File: src/rtl/tbs_alu_pkg.sv
package tbs_alu_pkg;

  typedef enum logic [2:0] {
    OP_ADD = 3'd0,
    OP_SUB = 3'd1,
    OP_XOR = 3'd2,
    OP_SLT = 3'd3,
    OP_AND = 3'd4,
    OP_NOR = 3'd5,
    OP_OR  = 3'd6,
    OP_NUL = 3'd7
  } alu_op_e;

  typedef enum logic [2:0] {
    PICK_SUM  = 3'd0,
    PICK_XOR  = 3'd1,
    PICK_AND  = 3'd2,
    PICK_OR   = 3'd3,
    PICK_LESS = 3'd4,
    PICK_NONE = 3'd5
  } pick_e;

  typedef struct packed {
    pick_e pick;
    logic  flip_b;
    logic  carry_seed;
    logic  flip_out;
    logic  arith;
  } alu_ctrl_t;

endpackage

File: src/rtl/tbs_alu_ctrl_lut.sv
module tbs_alu_ctrl_lut
  import tbs_alu_pkg::*;
(
  input  logic [2:0] op_i,
  output alu_ctrl_t  ctrl_o
);

  always_comb begin
    ctrl_o = '{pick: PICK_NONE, flip_b: 1'b0, carry_seed: 1'b0,
               flip_out: 1'b0, arith: 1'b0};
    unique case (alu_op_e'(op_i))
      OP_ADD: ctrl_o = '{PICK_SUM,  1'b0, 1'b0, 1'b0, 1'b1};
      OP_SUB: ctrl_o = '{PICK_SUM,  1'b1, 1'b1, 1'b0, 1'b1};
      OP_XOR: ctrl_o = '{PICK_XOR,  1'b0, 1'b0, 1'b0, 1'b0};
      OP_SLT: ctrl_o = '{PICK_LESS, 1'b1, 1'b1, 1'b0, 1'b0};
      OP_AND: ctrl_o = '{PICK_AND,  1'b0, 1'b0, 1'b0, 1'b0};
      OP_NOR: ctrl_o = '{PICK_OR,   1'b0, 1'b0, 1'b1, 1'b0};
      OP_OR:  ctrl_o = '{PICK_OR,   1'b0, 1'b0, 1'b0, 1'b0};
      OP_NUL: ctrl_o = '{PICK_NONE, 1'b0, 1'b0, 1'b0, 1'b0};
      default: ;
    endcase
  end

endmodule

File: src/rtl/tbs_alu_slice.sv
module tbs_alu_slice
  import tbs_alu_pkg::*;
(
  input  logic      a_i,
  input  logic      b_i,
  input  logic      cin_i,
  input  logic      less_i,
  input  alu_ctrl_t ctrl_i,
  output logic      sum_o,
  output logic      cout_o,
  output logic      res_o
);

  logic bx;
  logic prop;
  logic picked;

  assign bx     = b_i ^ ctrl_i.flip_b;
  assign prop   = a_i ^ bx;
  assign sum_o  = prop ^ cin_i;
  assign cout_o = (a_i & bx) | (cin_i & prop);

  always_comb begin
    unique case (ctrl_i.pick)
      PICK_SUM:  picked = sum_o;
      PICK_XOR:  picked = prop;
      PICK_AND:  picked = a_i & bx;
      PICK_OR:   picked = a_i | bx;
      PICK_LESS: picked = less_i;
      default:   picked = 1'b0;
    endcase
  end

  assign res_o = picked ^ ctrl_i.flip_out;

endmodule

File: src/rtl/tbs_alu.sv
module tbs_alu
  import tbs_alu_pkg::*;
#(
  parameter int W = 32
) (
  input  logic [W-1:0] a_i,
  input  logic [W-1:0] b_i,
  input  logic [2:0]   op_i,
  output logic [W-1:0] result_o,
  output logic         zero_o,
  output logic         carry_o,
  output logic         ovf_o
);

  localparam int MSB = W - 1;

  alu_ctrl_t     ctrl;
  logic [W:0]    chain;
  logic [MSB:0]  sum;
  logic [MSB:0]  res;
  logic          ovf_raw;
  logic          less;

  tbs_alu_ctrl_lut u_lut (
    .op_i   (op_i),
    .ctrl_o (ctrl)
  );

  assign chain[0] = ctrl.carry_seed;
  assign ovf_raw  = chain[W] ^ chain[MSB];
  assign less     = sum[MSB] ^ ovf_raw;

  for (genvar i = 0; i < W; i++) begin : g_slice
    logic less_in;
    if (i == 0) begin : g_lsb
      assign less_in = less;
    end else begin : g_upper
      assign less_in = 1'b0;
    end
    tbs_alu_slice u_slice (
      .a_i    (a_i[i]),
      .b_i    (b_i[i]),
      .cin_i  (chain[i]),
      .less_i (less_in),
      .ctrl_i (ctrl),
      .sum_o  (sum[i]),
      .cout_o (chain[i+1]),
      .res_o  (res[i])
    );
  end

  assign result_o = res;
  assign zero_o   = ~|res;
  assign carry_o  = ctrl.arith & chain[W];
  assign ovf_o    = ctrl.arith & ovf_raw;

endmodule

File: config.mk
export PLATFORM = sky130hd
export DESIGN_NAME = tbs_alu
export DESIGN_NICKNAME = d
export VERILOG_FILES = /design/src/rtl/tbs_alu_pkg.sv /design/src/rtl/tbs_alu_ctrl_lut.sv /design/src/rtl/tbs_alu_slice.sv /design/src/rtl/tbs_alu.sv
export SDC_FILE = /design/constraint.sdc
export NUM_CORES = 1
export LEC_CHECK = 0
export ABC_CLOCK_PERIOD_IN_PS = 17300
export BUFFER_PORTS_ARGS = -buffer_cell sky130_fd_sc_hd__buf_2
export CAP_MARGIN = 10
export CORE_UTILIZATION = 52
export DETAILED_ROUTE_END_ITERATION = 6
export PLACE_DENSITY_LB_ADDON = 0.3
export SLEW_MARGIN = 20
export SYNTH_ARGS = -nofsm -noshare
export SYNTH_HDL_FRONTEND = slang
export SYNTH_HIERARCHICAL = 1
export SYNTH_SLANG_ARGS = --single-unit
File: constraint.sdc
create_clock -name vclk -period 17.3
set_input_delay 0.865 -clock vclk [all_inputs]
set_output_delay 0.865 -clock vclk [all_outputs]
set_load 0.02 [all_outputs]
# Word-level counts from Yosys, hierarchy flattened
# Memories as Yosys holds them, arrays and structs flattened.
# Cells that the tools add are included.
# W data, S select, Z words.
totals:
  ff_bits: 0
  mem_bits_ro: 56
  n_memories: 1
classes:
  eq_ne: 4
  n_mux: 32
  bitwise: 260
  reduce_logical: 3
mem_list:
  columns: ["name", "depth", "width", "read_ports", "rd_clocked_by_memory_dff", "write_ports", "line", "text"]
  rows:
  - ["(no name shown)", 8, 7, 1, 0, 0, "tbs_alu_ctrl_lut.sv:11", "unique case (alu_op_e'(op_i))"]
ops:
  columns: ["operator", "n"]
  rows:
  - ["$xor A1 B1 Y1", 130]
  - ["$pmux W1 S4", 31]
  - ["$and A1 B1 Y1", 66]
  - ["$or A1 B1 Y1", 64]
  - ["$reduce_or A32 Y1", 1]
  - ["$eq A3 B2 Y1 const B", 2]
  - ["$pmux W1 S5", 1]
  - ["$eq A3 B1 Y1 const B", 1]
  - ["$eq A3 B3 Y1 const B", 1]
  - ["$logic_not A3 Y1", 1]
  - ["$logic_not A1 Y1", 1]

# Depth between registers and ports, before layout
# An unclocked memory read counts as a cell.
depth:
  depth_word: 73
  depth_mapped: 107

# Modules after synthesis
# Netlist, hierarchy kept.
modules_own_cells:
  columns: ["module", "instances", "cells_per_inst", "area_per_inst_um2", "seq_area_each_um2"]
  rows:
  - ["tbs_alu_slice", 32, 14, 125.1, 0.0]
  - ["tbs_alu", 1, 16, 106.4, 0.0]
  - ["tbs_alu_ctrl_lut", 1, 7, 57.6, 0.0]

# Least setup slack after synthesis
# OpenSTA, ideal clock, no wires.
synth_path:
  kind: "input port to output port"
  start: "input op_i[0]"
  end: "output zero_o"
  arrival_ps: 18315
  required_time_ps: 16435
  slack_ps: -1880
  cell_stages: 107
  path_buffers: 1
  cell_sequence: "nor2b_1 > buf_4 > xor2_1 > inv_1 > fa_1 > inv_1 > inv_1 > fa_1 > inv_1 > inv_1 > fa_1 > inv_1 > inv_1 > fa_1 > inv_1 > inv_1 > fa_1 > inv_1 > [... 71 more ...] > inv_1 > inv_1 > fa_1 > inv_1 > inv_1 > fa_1 > inv_1 > inv_1 > fa_1 > inv_1 > xor2_1 > xor2_1 > nor3b_1 > mux2i_1 > xnor2_1 > nor4_1 > nand4_1 > nor2_1"
synth_lines:
  columns: ["element", "line", "text"]
  rows:
  - ["start: declaration", "tbs_alu.sv:8", "input logic [2:0] op_i,"]
  - ["end: declaration", "tbs_alu.sv:10", "output logic zero_o,"]

# Worst setup path in the final report
layout_path:
  start: "input op_i[2]"
  end: "output zero_o"
layout_lines:
  columns: ["element", "line", "text"]
  rows:
  - ["$mem_v2 Z8 W7 (*)", null, null]
  - ["named net chain[0]", "tbs_alu.sv:18", "logic [W:0] chain;"]
  - ["$and A1 B1 Y1 (*)", "tbs_alu_slice.sv:21", "assign cout_o = (a_i & bx) | (cin_i & prop);"]
  - ["$or A1 B1 Y1 (*)", "tbs_alu_slice.sv:21", null]
  - ["named net chain[1]", "tbs_alu.sv:18", null]
  - ["$and A1 B1 Y1 (*)", "tbs_alu_slice.sv:21", null]
  - ["$or A1 B1 Y1 (*)", "tbs_alu_slice.sv:21", null]
  - ["named net chain[2]", "tbs_alu.sv:18", null]
  - ["[... 2 more ...]", null, null]
  - ["named net chain[3]", "tbs_alu.sv:18", null]
  - ["[... 2 more ...]", null, null]
  - ["named net chain[4]", "tbs_alu.sv:18", null]
  - ["[... 2 more ...]", null, null]
  - ["named net chain[5]", "tbs_alu.sv:18", null]
  - ["[... 2 more ...]", null, null]
  - ["named net chain[6]", "tbs_alu.sv:18", null]
  - ["[... 2 more ...]", null, null]
  - ["named net chain[7]", "tbs_alu.sv:18", null]
  - ["[... 2 more ...]", null, null]
  - ["named net chain[8]", "tbs_alu.sv:18", null]
  - ["[... 2 more ...]", null, null]
  - ["named net chain[9]", "tbs_alu.sv:18", null]
  - ["[... 2 more ...]", null, null]
  - ["named net chain[10]", "tbs_alu.sv:18", null]
  - ["[... 2 more ...]", null, null]
  - ["named net chain[11]", "tbs_alu.sv:18", null]
  - ["[... 2 more ...]", null, null]
  - ["named net chain[12]", "tbs_alu.sv:18", null]
  - ["[... 2 more ...]", null, null]
  - ["named net chain[13]", "tbs_alu.sv:18", null]
  - ["[... 2 more ...]", null, null]
  - ["named net chain[14]", "tbs_alu.sv:18", null]
  - ["[... 2 more ...]", null, null]
  - ["named net chain[15]", "tbs_alu.sv:18", null]
  - ["[... 2 more ...]", null, null]
  - ["named net chain[16]", "tbs_alu.sv:18", null]
  - ["[... 2 more ...]", null, null]
  - ["named net chain[17]", "tbs_alu.sv:18", null]
  - ["[... 2 more ...]", null, null]
  - ["named net chain[18]", "tbs_alu.sv:18", null]
  - ["[... 2 more ...]", null, null]
  - ["named net chain[19]", "tbs_alu.sv:18", null]
  - ["[... 2 more ...]", null, null]
  - ["named net chain[20]", "tbs_alu.sv:18", null]
  - ["[... 2 more ...]", null, null]
  - ["named net chain[21]", "tbs_alu.sv:18", null]
  - ["[... 2 more ...]", null, null]
  - ["named net chain[22]", "tbs_alu.sv:18", null]
  - ["[... 2 more ...]", null, null]
  - ["named net chain[23]", "tbs_alu.sv:18", null]
  - ["[... 2 more ...]", null, null]
  - ["named net chain[24]", "tbs_alu.sv:18", null]
  - ["[... 2 more ...]", null, null]
  - ["named net chain[25]", "tbs_alu.sv:18", null]
  - ["[... 2 more ...]", null, null]
  - ["named net chain[26]", "tbs_alu.sv:18", null]
  - ["[... 2 more ...]", null, null]
  - ["named net chain[27]", "tbs_alu.sv:18", null]
  - ["[... 2 more ...]", null, null]
  - ["named net chain[28]", "tbs_alu.sv:18", null]
  - ["[... 2 more ...]", null, null]
  - ["named net chain[29]", "tbs_alu.sv:18", null]
  - ["[... 2 more ...]", null, null]
  - ["named net chain[30]", "tbs_alu.sv:18", null]
  - ["[... 2 more ...]", null, null]
  - ["named net chain[31]", "tbs_alu.sv:18", null]
  - ["$xor A1 B1 Y1 (*)", "tbs_alu_slice.sv:20", "assign sum_o = prop ^ cin_i;"]
  - ["named net sum[31]", "tbs_alu.sv:19", "logic [MSB:0] sum;"]
  - ["$xor A1 B1 Y1", "tbs_alu.sv:31", "assign less = sum[MSB] ^ ovf_raw;"]
  - ["$pmux W1 S5", "tbs_alu_slice.sv:24", "unique case (ctrl_i.pick)"]
  - ["$xor A1 B1 Y1", "tbs_alu_slice.sv:34", "assign res_o = picked ^ ctrl_i.flip_out;"]
  - ["$reduce_or A32 Y1 (*)", "tbs_alu.sv:53", "assign zero_o = ~|res;"]
  - ["$logic_not A1 Y1 (*)", "tbs_alu.sv:53", null]
# The timed path passes the listed nets; every way through them passes the cells marked *.

==> summary.md <==
| Metric | Value |
|---|---|
| Worst Path Arrival | `about 17 ns` |
| Max Cap Viol | `0` |
| DRC | `0` |
| GRT Resource Usage Total | `around a fifth` |
| DR iter-0 viols | `68` |
| Core Region | `7730 sq um` |
| Failing checks | `setup timing` |
| Cts hold-fix bufs | `0` |
| Routability cong. | `roughly 0.78` |
| Post-synthesis cell count | `about 470` |
| RSZ-0062 raised after global routing | `yes` |
| Sequential cell area | `0 sq um` |
| Input/output buffers | `102` |
| DP Wirelength | `6980 um` |
| Io pins | `between 100 and 150` |
| Clock share of power | `0%` |
| Sw power | `approximately 0.13 mW` |
| Fin area | `~5300 sq um` |
| Combinational power share | `100.0%` |
| Commonest non-fill, non-tap cell in the layout | `inv_1` |
| Clock buffer cells | `0` |
| Drt pass-1 iters | `4` |
| Largest net degree at the start of global routing | `65` |
| Initial core utilization | `roughly 54%` |
| Vias per cell | `around 4.7` |
| Critical Path Fanout Max | `3` |
| FP Rows | `32` |
| Yosys top cell by area | `ha_1` |
| Synth top area cells | `ha_1 19%, inv_1 17%, mux4_2 17%` |
| Hold WS | `~2.2 ns` |
| Die Area | `~8400 sq um` |
| Antenna viol nets, final | `0` |
| CP Capture Type | `output port` |
| Leak Pwr | `between 2 and 3 nW` |
| Startpoint Class | `input pin` |
| Wire per inst | `12.2 um` |
| Final Hold Fails | `0` |
| Fmax achieved | `roughly 57 MHz` |
| First-pass GRT wire length | `14800 um` |
| Layout cells sized above 1 | `between 40% and 50%` |
| Setup ws final | `-0.228 ns` |
| Vias in the first global route | `3617` |
| Crit path kind | `in -> out` |
| Initial antenna violation count | `0` |
| Final #Nets | `just under 800` |
| Cell internal pwr | `around 0.11 mW` |
| Critical Path Max Stage Delay | `~0.53 ns` |
| Syn Std Cell Area | `approximately 4200 sq um` |
| Crit path required time | `16.43 ns` |
| Outcome | `complete, but fails checks` |
| Total power draw | `around 0.25 mW` |
| Antenna diodes | `0` |
| YS warnings | `6` |
| Worst-Margin Slew | `about 1.1 ns` |
| Crit-path slowest cell | `fa_2` |
| Tcrit/Tclk final | `101%` |
| Tmin final | `roughly 18 ns` |
| Congestion Overflow GR | `0` |
| Setup violators final | `1` |
| WL final | `8810 um` |
| PwrDens | `approximately 47 nW/um^2` |
| Crit-path most repeated cell | `inv_2` |
| Fillers | `668` |
| Most frequent cells in the layout | `128 x inv_1, 97 x buf_2, 64 x inv_2, 64 x ha_1, 33 x xor2_1` |
| Critical path origin | `op_i[2]` |
| Top cell type's share of synthesized area | `~19%` |
| Die Wd | `between 90 and 100 um` |
| Die H | `91.5 um` |
| Area delta synth->final | `26.0%` |
| Via count | `3421` |
| Post-DP Area | `about 5200 sq um` |
| Synth unique cells | `20` |
| Flop pwr share | `0%` |
| HP Start | `op_i[1]` |
| Slew HR | `29.0%` |
| Pins Over Slew Limit | `0` |
| Maximum vdd drop | `around 0.000033 V` |
| Num sequential | `0` |
| Sw frac | `roughly 54%` |
| Fin Setup TNS | `-0.228 ns` |
| Hold Path Class | `in -> out` |
| Syn Area/Cell | `8.85 sq um` |
| Register area share after synthesis | `0%` |
## what timing repair did
action | CTS | global route
hold endpoints to repair | 0 | 0
setup endpoints to repair | 3 | 3
gates resized for setup | 40 | 13
pin swaps | 36 | 5
setup buffers | 3 | 3
## power by group through the flow
| stage | combinational, mW | sequential, mW | clock [mW] |
|---|---|---|---|
| floorplan | 0.175 | 0 | 0 |
| global placement | 0.228 | 0 | 0 |
| detailed placement | 0.237 | 0 | 0 |
| CTS | 0.244 | 0 | 0 |
| global route | 0.274 | 0 | 0 |
| finish | 0.247 | 0 | 0 |
## logic make-up after synthesis
| group | Yosys count | share of synthesized area [%] |
|---|---|---|
| xor gates and xnor gates | 66 | 13.9 |
| AOI/OAI and AO/OA | 1 | 0.180 |
| and+or+nand+nor | 49 | 8.47 |
| buffers and inverters | 193 | 17.5 |
| other | 1 | 0.0900 |
| adders and majority gates | 96 | 34.6 |
| muxes | 65 | 25.3 |
## worst paths after layout
check	slack (ns)	cells after the start	end
min	2.19	4	ovf_o
max	-0.23	107	zero_o
## worst max-delay path: cells and delay by family
family | cells | cell delay, ns
multiplexers | 2 | 0.68
AND/OR/NAND/NOR | 4 | 0.74
adder cells (fa/ha/maj) | 32 | 10.75
buffers and inverters | 67 | 3.31
XOR/XNOR | 2 | 0.33
## metal layers
metal,global-route usage (%),up-vias,wire (um)
li1,-,1712,-
met1,24.1,1636,3600
met2,43.2,69,4770
met3,2.35,4,395
met4,2.38,0,40
met5,0,-,0
## cells in the mapped netlist (all sizes together)
master  instances
fa             32
mux2i          32
conb            1
xor2           34
ha             64
a21boi          1
buf             1
nand4           2
nor2            2
mux4           32
mux2            1
nor4            8
and3b           1
nor2b           1
inv           192
xnor2          32
nor3b          32
and2            3
## final cells by class
class                      instances  area (sq um)  area share [%]
multi-input combinational        308          3700            70.5
inverter                         192           721            13.7
timing repair buffer             123           699            13.3
tap                              102           128            2.43
## through the flow
step	setup WS (ns)	util [%]	std cells
after floorplan	0.0208	-	501
after global placement	-0.635	66.7	720
after detailed placement	-0.790	66.7	720
after CTS	-0.239	67.4	723
after global routing	-0.960	67.9	725
final	-0.228	67.9	725
Power figures use the tool's default switching activity.
